### src/rtl/bank_regif.sv
module bank_regif #(
  parameter int             AW       = 4,
  parameter logic [AW-1:0]  ID_OFS   = 4'd2,
  parameter logic [AW-1:0]  WIN_OFS  = 4'd2,
  parameter logic [AW-1:0]  PAGE_OFS = 4'd12,
  parameter logic [AW-1:0]  EEP_OFS  = 4'd10,
  parameter logic [5:0]     ID_SIG   = 6'h24
) (
  input  logic          clk,
  input  logic          rst_n,
  input  logic [AW-1:0] addr,
  input  logic          wr_en,
  input  logic          rd_en,
  input  logic [7:0]    wdata,
  output logic [7:0]    rdata,
  input  logic          eep_do,
  output logic          eep_sk,
  output logic          eep_cs,
  output logic          eep_di,
  output logic [2:0]    rom_win,
  output logic          rom_en,
  output logic [7:0]    rom_page
);

  localparam logic [1:0] BANK_ID  = 2'd0;
  localparam logic [1:0] BANK_ROM = 2'd1;
  localparam logic [1:0] BANK_EEP = 2'd2;

  logic [1:0] bank_q;
  logic [1:0] cnt_q;
  logic [2:0] win_q;
  logic [7:0] page_q;
  logic [2:0] eep_q;

  wire sel_cmd  = (addr == '0);
  wire sel_id   = (bank_q == BANK_ID)  && (addr == ID_OFS);
  wire sel_win  = (bank_q == BANK_ROM) && (addr == WIN_OFS);
  wire sel_page = (bank_q == BANK_ROM) && (addr == PAGE_OFS);
  wire sel_eep  = (bank_q == BANK_EEP) && (addr == EEP_OFS);
  wire sel_any  = sel_cmd | sel_id | sel_win | sel_page | sel_eep;

  always_ff @(posedge clk) begin
    if (!rst_n) begin
      bank_q <= BANK_ID;
      cnt_q  <= '0;
      win_q  <= '0;
      page_q <= '0;
      eep_q  <= '0;
    end else begin
      if (wr_en) begin
        if (sel_cmd && wdata[7:6] != 2'b11) bank_q <= wdata[7:6];
        if (sel_win)  win_q  <= wdata[6:4];
        if (sel_page) page_q <= wdata;
        if (sel_eep)  eep_q  <= wdata[2:0];
      end
      if (rd_en && sel_id) cnt_q <= cnt_q + 2'd1;
    end
  end

  always_comb begin
    rdata = 8'h00;
    if (sel_cmd)       rdata = {bank_q, 6'b0};
    else if (sel_id)   rdata = {cnt_q, ID_SIG};
    else if (sel_win)  rdata = {1'b0, win_q, 4'b0};
    else if (sel_page) rdata = page_q;
    else if (sel_eep)  rdata = {4'b0, eep_do, eep_q};
  end

  assign eep_sk   = eep_q[0];
  assign eep_cs   = eep_q[1];
  assign eep_di   = eep_q[2];
  assign rom_win  = win_q;
  assign rom_en   = |win_q;
  assign rom_page = page_q;

  assert_bank_legal_R2: assert property (@(posedge clk) disable iff (!rst_n)
    bank_q != 2'b11);

  assert_bank_sel_R2: assert property (@(posedge clk) disable iff (!rst_n)
    (wr_en && addr == '0 && wdata[7:6] != 2'b11) |=> bank_q == $past(wdata[7:6]));

  assert_id_sig_R3: assert property (@(posedge clk) disable iff (!rst_n)
    (bank_q == BANK_ID && addr == ID_OFS) |-> (rdata & 8'h2C) == 8'h24);

  assert_cnt_step_R4: assert property (@(posedge clk) disable iff (!rst_n)
    (rd_en && sel_id) |=> rdata[7:6] == $past(rdata[7:6]) + 2'd1 || !sel_id);

  assert_cnt_hold_R5: assert property (@(posedge clk) disable iff (!rst_n)
    !(rd_en && sel_id) |=> $stable(cnt_q));

  assert_eep_hold_R8: assert property (@(posedge clk) disable iff (!rst_n)
    !(wr_en && sel_eep) |=> $stable({eep_sk, eep_cs, eep_di}));

  assert_unimpl_zero_R9: assert property (@(posedge clk) disable iff (!rst_n)
    !sel_any |-> rdata == 8'h00);

  assert_rom_hold_R10: assert property (@(posedge clk) disable iff (!rst_n)
    (bank_q != BANK_ROM) |=> $stable({rom_win, rom_page}));

endmodule

### config.mk
export PLATFORM = sky130hd
export DESIGN_NAME = bank_regif
export DESIGN_NICKNAME = d
export VERILOG_FILES = /design/src/rtl/bank_regif.sv
export SDC_FILE = /design/constraint.sdc
export NUM_CORES = 1
export LEC_CHECK = 0
export BUFFER_PORTS_ARGS = -buffer_cell sky130_fd_sc_hd__buf_4
export CORE_MARGIN = 1
export CORE_UTILIZATION = 46
export DETAILED_ROUTE_END_ITERATION = 10
export PLACE_DENSITY = 0.77
export REMOVE_ABC_BUFFERS = 1
export SYNTH_ARGS = -nofsm -noshare
export SYNTH_HDL_FRONTEND = slang
export SYNTH_SLANG_ARGS = --single-unit
### constraint.sdc
create_clock -name clk -period 2.35 [get_ports clk]
set_input_delay 0.47 -clock clk [delete_from_list [all_inputs] [get_ports clk]]
set_output_delay 0.47 -clock clk [all_outputs]
set_load 0.01 [all_outputs]
# Yosys cells after proc, flatten, opt, wreduce, memory -nomap -nowiden
# Index checks and enable logic that the tools add are counted.
# Widths: inputs -> output; s select.
[word_totals]
register_bits = 18
latch_bits = 0
mem_bits_rw = 0
mem_bits_ro = 0
inputBits = 17
out_inout_bits = 23
word_cells = 30
mem_count = 0
[op_classes]
add_sub_neg = 1
multipliers = 0
div = 0
order_cmp = 0
n_eq_ne = 6
n_shift = 0
muxes = 5
bitwise_logic = 0
reduce_logical = 13
[ops]
columns = ["cell", "count"]
rows = [
  ["$mux 8", 4],
  ["$eq 4x4->1 const B", 2],
  ["$reduce_and 2->1", 4],
  ["$logic_and 1x1->1", 6],
  ["$eq 4x2->1 const B", 1],
  ["$logic_not 4->1", 1],
  ["$mux 4", 1],
  ["$reduce_or 3->1", 1],
  ["$add 2x1->2 const B", 1],
  ["$eq 2x1->1 const B", 1],
  ["$eq 2x2->1 const B", 1],
  ["$logic_not 2->1", 1],
  ["$ne 2x2->1 const B", 1],
]

# Logic depth before layout (Yosys ltp)
# Gate-level depths: netlist of run 1.
[logic_depth]
ltp_word = 7
depth_mapped = 4
mapped_depth_nobuf = 3

# Least setup slack after synthesis of run 1
# Ideal clock, no wire load.
[synth_path]
path_type = "input-to-output"
from = "input addr[0]"
to = "output rdata[2]"
arrival_time_ps = 1622
required_ps = 1880
path_slack_ps = 258
path_stages = 3
cell_sequence = "or3b_1 > or4b_1 > a31oi_1"
[synth_via]
elab_chain_cells = 7
[synth_lines]
columns = ["element", "line", "source"]
rows = [
  ["start: declaration", "11", "input logic [AW-1:0] addr,"],
  ["$eq 4x4->1", "39", "wire sel_eep = (bank_q == BANK_EEP) && (addr == EEP_OFS);"],
  ["$logic_and 1x1->1", "39", ""],
  ["$mux 4", "66", "else if (sel_eep) rdata = {4'b0, eep_do, eep_q};"],
  ["$mux 8", "65", "else if (sel_page) rdata = page_q;"],
  ["$mux 8", "64", "else if (sel_win) rdata = {1'b0, win_q, 4'b0};"],
  ["$mux 8", "63", "else if (sel_id) rdata = {cnt_q, ID_SIG};"],
  ["$mux 8 *", "62", "if (sel_cmd) rdata = {bank_q, 6'b0};"],
  ["end: declaration", "15", "output logic [7:0] rdata,"],
]
# Every way passes the cells marked *; elsewhere a longest branch is shown, timed or not.

# Final worst setup path of run 1
[layout_path]
from = "register bank_q[0]"
to = "output rdata[2]"
[layout_via]
elab_chain_cells = 7
[layout_lines]
columns = ["element", "line", "source"]
rows = [
  ["start: declaration", "29", "logic [1:0] bank_q;"],
  ["start signal: assignment", "51", "if (sel_cmd && wdata[7:6] != 2'b11) bank_q <= wdata[7:6];"],
  ["$eq 2x2->1", "39", ""],
  ["$logic_and 1x1->1", "39", ""],
  ["$mux 4", "66", ""],
  ["$mux 8", "65", ""],
  ["$mux 8", "64", ""],
  ["$mux 8 *", "63", ""],
  ["$mux 8 *", "62", ""],
]
# Marked as above.

==> results.md, run 1 <==
* Status: completed
* Seq/Total Area, Yosys at 37.3%
* FF+latch count, synth at 18
* Initial core utilization at 49.2%
* Largest net degree at the start of global routing at 27
* Final setup violation count at 0
* Latest clock arrival within the worst-skew pair at 0.29 ns
* DRT antenna net count at 0
* DRC Markers at 0
* VDD IR max at 354 uV
* Top cell type's share of synthesized area at 37.3%
* Hold_buf cts at 0
* Final hold violation count at 0
* FFs w/ async S/R, synth at 0%
* WP data required at 1.88 ns
* Setup_tns at 0 ns
* Synthesized area per cell at 8.62 um2
* Top FF cell, synth: dfxtp_1
* GRT Total Usage at 22.5%
* Setup slack, reg-to-reg at 0.68 ns
* Crit path max-delay family: simple AND/OR/NAND/NOR gates
* RSZ-0062 raised after global routing: true
* Die height at 47.8 um
* EDFF count, synth at 0
* DIE AREA at 0.00229 mm2
* WL/cell at 13.0 um
* Met1 usage at 27.7%
* # IOs at 40
* Routing usage on met3 at 3.77%
* Design Area, Final at 0.00135 mm2
* Worst-path fanout max at 2
* Buffers on Ports at 39
* Slew Limit Headroom at 64.6%
* Total power at 525 uW
* Tightest Hold Check Type: in2reg
* Synth top cells by count: nand2_1, dfxtp_1, mux2i_1
* Syn Inst Count at 112
* Leak at 0.000638 uW
* CTS clk-pin slew, worst paths at 0.10 ns
* Die Width at 47.8 um
* 1st-pass router iterations at 3
* Max Transition Viols Final at 0
* Fraction of layout instances using a drive strength above 1 at 36.1%
* Worst r2r src: bank_q[0]
* Core Region at 0.00196 mm2
* CP Class: reg2out
* H-tree Lvls at 1
* Nets@finish at 174
* Post-Route WL at 2380 um
* Max-Cap Viols at 0
* Gr ovfl total at 0
* Ant diodes at 0
* Grt met2 use at 38.1%
* Util after Layout at 68.6%
* Maximum buffer depth of the clock tree at 2
* Most Crowded Layer GR: met2
* Cell Rows at 16
* Drt via density at 5.39
* Gp weighted congestion at 0.785
* Initial antenna violation count at 0
* Number of buffers created by CTS at 3
* Fin crit period at 2.31 ns
* Crit path largest cell delay at 0.53 ns
* Yosys cell types at 36
* WHS Path Cells at 3
* Crit path buf inv count at 1
* Nature of the critical path endpoint: primary output
* Count leader, synth: nand2_1
* Startpoint Class: register
* CTS tree: done
* Arr. time, crit path at 1.84 ns
* Slew @ Worst Pin at 0.526 ns
* Clock Skews at 0.00145 ns
* Worst min-delay path startpoint: wdata[3]
* DP Area at 0.00132 mm2
* Hold EP: rom_page[3]
* Synth top area cells: dfxtp_1, mux2i_1, nand2_1
* Critical R2R Capture: eep_q[1]
* DP Wirelength at 1830 um
* Vias in the first global route at 841
* Starting DRT DRC Count at 10
* CP max stage cell: or4b_1
* Global-route wire length before repair at 3550 um
* CTS Sinks at 18
* Final period utilization at 98.4%
* Fmax at 0.432 GHz
* Yosys warns at 0
* Cell taking the most area after synthesis: dfxtp_1
* Post-Syn Area at 966 um2
* Worst-path cell chain: or3b_1, or4b_1, a31oi_1, buf_4
* Pwr Density at 390 mW/mm2
* Vias at 981
* Area growth, synth to finish at 39.4%
* Root Driver: clkbuf_4
* FF-to-FF path depth at 4
==> stage by stage <==
stage | setup WS [ns] | std cells | hold slack, ns
finish | 0.0365 | 182 | 0.417
global route | -0.0215 | 182 | 0.435
CTS | 0.00899 | 182 | 0.410
detailed placement | 0.0714 | 179 | 0.475
global placement | 0.0554 | 179 | 0.462
floorplan | 0.258 | 107 | 0.449
==> worst max path at each step <==
stage | start | end | slack [ns] | cells after the start
final | bank_q[0] | rdata[2] | 0.04 | 4
after global routing | bank_q[0] | rdata[2] | -0.02 | 4
after CTS | bank_q[0] | rdata[0] | 0.009 | 5
after detailed placement | addr[0] | rdata[2] | 0.07 | 5
after global placement | addr[0] | rdata[2] | 0.06 | 5
after floorplan | addr[0] | rdata[2] | 0.26 | 3
==> power breakdown <==
group | internal (uW) | switching [uW] | total, uW
sequential | 306 | 1.04 | 307
combinational | 31.9 | 32.6 | 64.5
clock | 59.7 | 93.7 | 153
==> kinds of logic (layout without fill, tap and decap cells) <==
kind of cell	Yosys count	after routing	share of synthesized area [%]
simple gates	55	55	30.8
flops	18	18	37.3
compound gates	17	17	14.1
mux	14	14	14.5
buf+inv	8	51	3.24
==> per-layer routing <==
layer,vias to the layer above,share of wire (%)
li1,496,-
met4,0,2.1
met5,-,0
met1,451,45
met2,28,48
met3,6,4.3
==> area by class of cell <==
| class | instances | area, um2 |
|---|---|---|
| clock buffer | 3 | 22.5 |
| sequential | 18 | 360 |
| timing repair buffer | 45 | 338 |
| multi-input combinational | 86 | 581 |
| fill | 177 | 616 |
| tap | 27 | 33.8 |
| inverter | 3 | 11.3 |
==> state kept, by name (all words and copies together), names as in the netlist <==
register,cells
rom_win,3
rom_page,8
cnt_q,2
bank_q,2
eep_q,3
==> layout by cell type (no fill, tap or decap), types with 3 or more instances in the layout <==
cell type / count
buf_4: 45
dfxtp_1: 18
inv_1: 3
clkbuf_4: 3
mux2i_1: 14
nand2_1: 26
nor3_1: 3
a22o_1: 4
nand3_1: 4
==> worst register-to-register path, delay by kind of cell, from the launching register on <==
kind | cells | cell delay [ns]
buffers and inverters | 1 | 0.16
DFF | 1 | 0.32
muxes | 1 | 0.25
and+or+nand+nor | 2 | 0.87
==> timing repair <==
| action | 4_1_cts | 5_1_grt |
|---|---|---|
| gates resized for setup | 0 | 2 |
| pin swaps | 1 | 0 |
| setup endpoints to repair | 1 | 6 |
| buffers inserted | 0 | 0 |
Note: power is estimated with default switching activity, not from simulation.
==> run 2: changes to the inputs <==
Settings changed: CORE_UTILIZATION 46 to 49, CTS_BUF_LIST set to sky130_fd_sc_hd__clkbuf_4, PLACE_DENSITY 0.77 to 0.81.
==> results.md, run 2 (same netlist as run 1, synthesis figures left out) <==
* Status: completed (unchanged)
* Fin crit period at 2.34 ns (was 2.31 ns)
* Root Driver: clkbuf_4 (unchanged)
* Final setup violation count at 0 (unchanged)
* Hold_buf cts at 0 (unchanged)
* CP max stage cell: or4b_4 (was or4b_1)
* Setup slack, reg-to-reg at 0.74 ns (was 0.68 ns)
* Vias at 973 (was 981)
* DP Wirelength at 1800 um (was 1830 um)
* Crit path max-delay family: simple AND/OR/NAND/NOR gates (unchanged)
* Starting DRT DRC Count at 23 (was 10)
* Initial antenna violation count at 0 (unchanged)
* Core Region at 0.00178 mm2 (was 0.00196 mm2)
* 1st-pass router iterations at 4 (was 3)
* DRC Markers at 0 (unchanged)
* Max-Cap Viols at 0 (unchanged)
* Fmax at 0.428 GHz (was 0.432 GHz)
* DRT antenna net count at 0 (unchanged)
* Clock Skews at 0.000521 ns (was 0.00145 ns)
* Tightest Hold Check Type: in2reg (unchanged)
* Largest net degree at the start of global routing at 27 (unchanged)
* Pre-CTS setup slack at 0.0498 ns (was 0.0714 ns)
* RSZ-0062 raised after global routing: true (unchanged)
* Reg power frac at 58.0% (was 58.5%)
* Largest register FFs at 8 (unchanged)
* Ant diodes at 0 (unchanged)
* Vias in the first global route at 838 (was 841)
* Filler cells at 135 (was 177)
* Buffers on Ports at 39 (unchanged)
* WP data required at 1.88 ns (about the same)
* Die Width at 46.4 um (was 47.8 um)
* Setup_tns at 0 ns (unchanged)
* H-tree Lvls at 1 (unchanged)
* GRT Total Usage at 24.6% (was 22.5%)
* DIE AREA at 0.00215 mm2 (was 0.00229 mm2)
* Latest clock arrival within the worst-skew pair at 0.29 ns (about the same)
* Final period utilization at 99.4% (was 98.4%)
* CTS clk-pin slew, worst paths at 0.10 ns (about the same)
* Pwr Density at 389 mW/mm2 (was 390 mW/mm2)
* Die height at 46.4 um (was 47.8 um)
* # IOs at 40 (unchanged)
* Crit path buf inv count at 1 (unchanged)
* Max Transition Viols Final at 0 (unchanged)
* Most frequent cells in the layout: buf_4, nand2_1, dfxtp_1, mux2i_1 (unchanged)
* Maximum buffer depth of the clock tree at 2 (unchanged)
* Gp weighted congestion at 0.793 (was 0.785)
* Drt via density at 5.38 (was 5.39)
* Cell Rows at 15 (was 16)
* Fraction of layout instances using a drive strength above 1 at 37.8% (was 36.1%)
* Comb pwr share at 12.5% (was 12.3%)
* WL/cell at 12.9 um (was 13.0 um)
* Cell Int Power at 400 uW (was 397 uW)
* Leak at 0.000642 uW (was 0.000638 uW)
* Final hold violation count at 0 (unchanged)
* Area growth, synth to finish at 40.8% (was 39.4%)
* Crit path largest cell delay at 0.54 ns (was 0.53 ns)
* Startpoint Class: register (unchanged)
* Worst-path cell chain: or3b_4, or4b_4, a31oi_1, buf_4 (was or3b_1, or4b_1, a31oi_1, buf_4)
* Arr. time, crit path at 1.87 ns (was 1.84 ns)
* CTS tree: done (unchanged)
* Gr ovfl total at 0 (unchanged)
* Number of buffers created by CTS at 3 (unchanged)
* CTS Sinks at 18 (unchanged)
* Clock power frac at 29.5% (was 29.2%)
* VDD IR max at 329 uV (was 354 uV)
* Global-route wire length before repair at 3710 um (was 3550 um)
* Worst-path fanout max at 2 (unchanged)
* Post-route setup slack at 0.0143 ns (was 0.0365 ns)
* CP Class: reg2out (unchanged)
* Nets@finish at 174 (unchanged)
* Commonest non-fill, non-tap cell in the layout: buf_4 (unchanged)
* Postcts setup bufs at 0 (unchanged)
* Sw Pwr at 129 uW (was 127 uW)
* Post-Route WL at 2340 um (was 2380 um)
* Initial core utilization at 54.2% (was 49.2%)
* Slew @ Worst Pin at 0.492 ns (was 0.526 ns)
* Nature of the critical path endpoint: primary output (unchanged)
* Switch share at 24.3% (about the same)
* Slew Limit Headroom at 66.9% (was 64.6%)
[run 2: final timing paths]
kind / from / end / depth (start not counted)
worst min register to register: eep_q[2] / eep_q[2] / 2
worst max register to register: bank_q[0] / eep_q[0] / 4
worst min-delay path: wdata[3] / rom_page[3] / 3
worst max-delay path: bank_q[0] / rdata[2] / 4
[run 2: power groups by stage]
stage                     sequential (uW)  combinational [uW]  clock (uW)
after floorplan                       314                19.6           0
after global placement                314                61.9           0
after detailed placement              314                63.1           0
after CTS                             307                63.5         160
after global routing                  307                71.6         180
final                                 307                66.0         156
[run 2: timing repair]
action                                  in CTS  in global routing
endpoints found under the setup margin       1                  8
resized for setup                            0                  5
pin swaps                                    1                  3
[run 2: routing by layer]
layer	part of all wire [%]	vias to the layer above	global-route usage [%]
met5	0	-	0
met4	0.60	0	10.6
met3	5.2	2	4.71
met2	50	36	39.7
met1	44	444	31.5
li1	-	491	-
[run 2: cell type report]
cell class                      instances  area (um2)  area share, %
Multi-Input combinational cell         86         592           43.5
Inverter                                3        11.3          0.828
Clock buffer                            3        22.5           1.66
Timing Repair Buffer                   45         338           24.8
Sequential cell                        18         362           26.6
Tap cell                               25        31.3           2.30
Clock inverter                          1        3.75          0.276
[run 2: worst register-to-register path: stages (launching register included)]
cell and delay (ns):
dfxtp_2 0.33, or3b_4 0.38, buf_4 0.15, nor4_2 0.44
mux2i_1 0.24
[run 2: per-stage QoR]
step	hold WS, ns	instance area, um2	instances	total power, uW	utilization, %
5_1_grt	0.413	1360	181	559	76.3
4_1_cts	0.413	1340	181	530	75.2
3_3_place_gp	0.462	1320	177	376	73.8
6_report	0.419	1360	181	529	76.3
2_1_floorplan	0.449	946	107	333	-
3_5_place_dp	0.473	1320	177	377	73.8
==> run 3: changes to the inputs <==
Settings changed: ABC_AREA set to 1, BUFFER_PORTS_ARGS -buffer_cell sky130_fd_sc_hd__buf_4 to not set, CORE_UTILIZATION 49 to 54, DONT_BUFFER_PORTS set to 1, PLACE_DENSITY 0.81 to 0.69.
==> results.md, run 3 <==
* FF-to-FF path depth at 6 (was 4)
* DRC Markers at 0 (unchanged)
* Final setup violation count at 0 (unchanged)
* Nature of the critical path endpoint: primary output (unchanged)
* Top cell type's share of synthesized area at 35.0% (was 37.3%)
* Arr. time, crit path at 1.62 ns (was 1.87 ns)
* Pwr Density at 472 mW/mm2 (was 389 mW/mm2)
* Synth top cells by count: nand2_1, nor2_1, inv_1 (was nand2_1, dfxtp_1, mux2i_1)
* Postcts setup bufs at 0 (unchanged)
* WP data required at 1.88 ns (about the same)
* Clock Skews at 0.00304 ns (was 0.000521 ns)
* Startpoint Class: register (unchanged)
* Vias at 982 (was 973)
* Die Width at 45.7 um (was 46.4 um)
* Syn Inst Count at 159 (was 112)
* Initial core utilization at 58.4% (was 54.2%)
* GRT Total Usage at 25.9% (was 24.6%)
* DRT antenna net count at 0 (unchanged)
* Worst Hold Margin at 0.267 ns (was 0.419 ns)
* Cell Rows at 15 (unchanged)
* # IOs at 40 (unchanged)
* Post-CTS Resized at 0 (unchanged)
* CTS clk-pin slew, worst paths at 0.11 ns (was 0.10 ns)
* Grt met2 use at 40.3% (was 39.7%)
* Inst Count DP at 182 (was 177)
* Most Crowded Layer GR: met2 (unchanged)
* VDD IR max at 355 uV (was 329 uV)
* Met1 usage at 33.6% (was 31.5%)
* Vias in the first global route at 921 (was 838)
* Util after Layout at 60.4% (was 76.3%)
* H-tree Lvls at 1 (unchanged)
* Post-Route WL at 2330 um (was 2340 um)
* DIE AREA at 0.00209 mm2 (was 0.00215 mm2)
* Yosys warns at 0 (unchanged)
* Tightest Hold Check Type: in2reg (unchanged)
* Fin crit period at 2.09 ns (was 2.34 ns)
* DP Wirelength at 1810 um (was 1800 um)
* Post-Syn Area at 0.00103 mm2 (was 966 um2)
* Setup_tns at 0 ns (unchanged)
* Slew @ Worst Pin at 0.399 ns (was 0.492 ns)
* Worst-path fanout max at 7 (was 2)
* Synth top area cells: dfxtp_1, nand2_1, nor2_1 (was dfxtp_1, mux2i_1, nand2_1)
* FFs w/ async S/R, synth at 0% (unchanged)
* Yosys cell types at 20 (was 36)
* Most frequent cells in the layout: nand2_1, nor2_1, inv_1, dfxtp_1, nand4_1 (was buf_4, nand2_1, dfxtp_1, mux2i_1)
* CP Class: reg2out (unchanged)
* WL/cell at 12.5 um (was 12.9 um)
* Area growth, synth to finish at 3.40% (was 40.8%)
* Initial antenna violation count at 0 (unchanged)
* Number of buffers created by CTS at 3 (unchanged)
* Largest net degree at the start of global routing at 15 (was 27)
* Largest register FFs at 8 (unchanged)
* Gp weighted congestion at 0.860 (was 0.793)
* Starting DRT DRC Count at 24 (was 23)
* Max Transition Viols Final at 0 (unchanged)
* CTS Sinks at 18 (unchanged)
* Die height at 45.7 um (was 46.4 um)
* Global-route wire length before repair at 3880 um (was 3710 um)
* Root Driver: clkbuf_4 (unchanged)
* CTS tree: done (unchanged)
* WHS Path Cells at 2 (was 3)
* Final hold violation count at 0 (unchanged)
* Top FF cell, synth: dfxtp_1 (unchanged)
* Ant diodes at 0 (unchanged)
* Core Region at 0.00176 mm2 (was 0.00178 mm2)
* Hold_buf cts at 0 (unchanged)
* Commonest non-fill, non-tap cell in the layout: nand2_1 (was buf_4)
* Final period utilization at 88.9% (was 99.4%)
* Count leader, synth: nand2_1 (unchanged)
* Drt via density at 5.28 (was 5.38)
* 1st-pass router iterations at 4 (unchanged)
* FF+latch count, synth at 18 (unchanged)
* Layout Cells excl Fill at 186 (was 181)
* Leak at 0.000461 uW (was 0.000642 uW)
* Seq/Total Area, Yosys at 35.0% (was 37.3%)
* Maximum buffer depth of the clock tree at 2 (unchanged)
* Max-Cap Viols at 0 (unchanged)
* Buffers on Ports at 0 (was 39)
* Synthesized area per cell at 6.48 um2 (was 8.62 um2)
* Gr ovfl total at 0 (unchanged)
* RSZ-0062 raised after global routing: false (was true)
* Cell taking the most area after synthesis: dfxtp_1 (unchanged)
* EDFF count, synth at 0 (unchanged)
* Routing usage on met3 at 5.56% (was 4.71%)
* Status: completed (unchanged)
* Latest clock arrival within the worst-skew pair at 0.30 ns (was 0.29 ns)
* Slew Limit Headroom at 73.1% (was 66.9%)
* Nets@finish at 179 (was 174)
* Fraction of layout instances using a drive strength above 1 at 8.70% (was 37.8%)
* Fmax at 0.479 GHz (was 0.428 GHz)
run 3: changes by cell type after synthesis, sizes merged, moves of 4 or more:
cell,delta
a22o,-4
nand4,+10
nand2,+16
inv,+21
o21ai,+7
nor2,+33
clkbuf,-4
nand3,+4
nor3,-4
mux2i,-14
a21oi,+5
run 3: final cells by class:
cell class	instances	area, um2
Clock inverter	1	3.75
Multi-Input combinational cell	114	549
Sequential cell	18	360
Clock buffer	3	22.5
Timing Repair Buffer	1	7.51
Tap cell	25	31.3
Fill cell	206	699
Inverter	24	90.1
run 3: critical path, cell delays in order, from the launching register on:
cell and delay [ns]:
dfxtp_1 0.43, nand2_2 0.11, nor2_4 0.19, nand2_1 0.19
o21ai_0 0.39
run 3: cells by family (layout without fill, tap and decap cells):
| logic type | count (synthesis) | in the layout | share of synthesized area (%) |
|---|---|---|---|
| and+or+nand+nor | 96 | 96 | 43.9 |
| buffers and inverters | 27 | 29 | 11.7 |
| AOI/OAI and AO/OA | 18 | 18 | 9.48 |
| DFF | 18 | 18 | 35.0 |
run 3: stage by stage:
stage	setup slack [ns]	power, uW	cell area (um2)
6_report	0.261	503	1060
5_1_grt	0.132	515	1060
4_1_cts	0.223	508	1060
3_5_place_dp	0.532	344	1040
3_3_place_gp	0.611	344	1040
2_1_floorplan	0.718	338	1000
run 3: path summary, 6_finish.rpt:
check	startpoint	end	slack, ns
min	rst_n	rom_page[5]	0.27
max	bank_q[0]	rdata[5]	0.26
min reg2reg	cnt_q[1]	cnt_q[1]	0.49
max reg2reg	bank_q[0]	rom_page[3]	1.16
run 3: per-layer routing:
layer / part of all wire, % / vias to the layer above / wire [um]
li1: - / 509 / -
met1: 45 / 430 / 1050
met2: 45 / 39 / 1050
met3: 8.9 / 4 / 207
met4: 1.2 / 0 / 28
met5: 0 / - / 0
run 3: report_power, final:
| group | switching [uW] | internal (uW) | total, uW |
|---|---|---|---|
| combinational | 20.7 | 9.65 | 30.3 |
| sequential | 1.20 | 306 | 307 |
| clock | 104 | 62.0 | 166 |
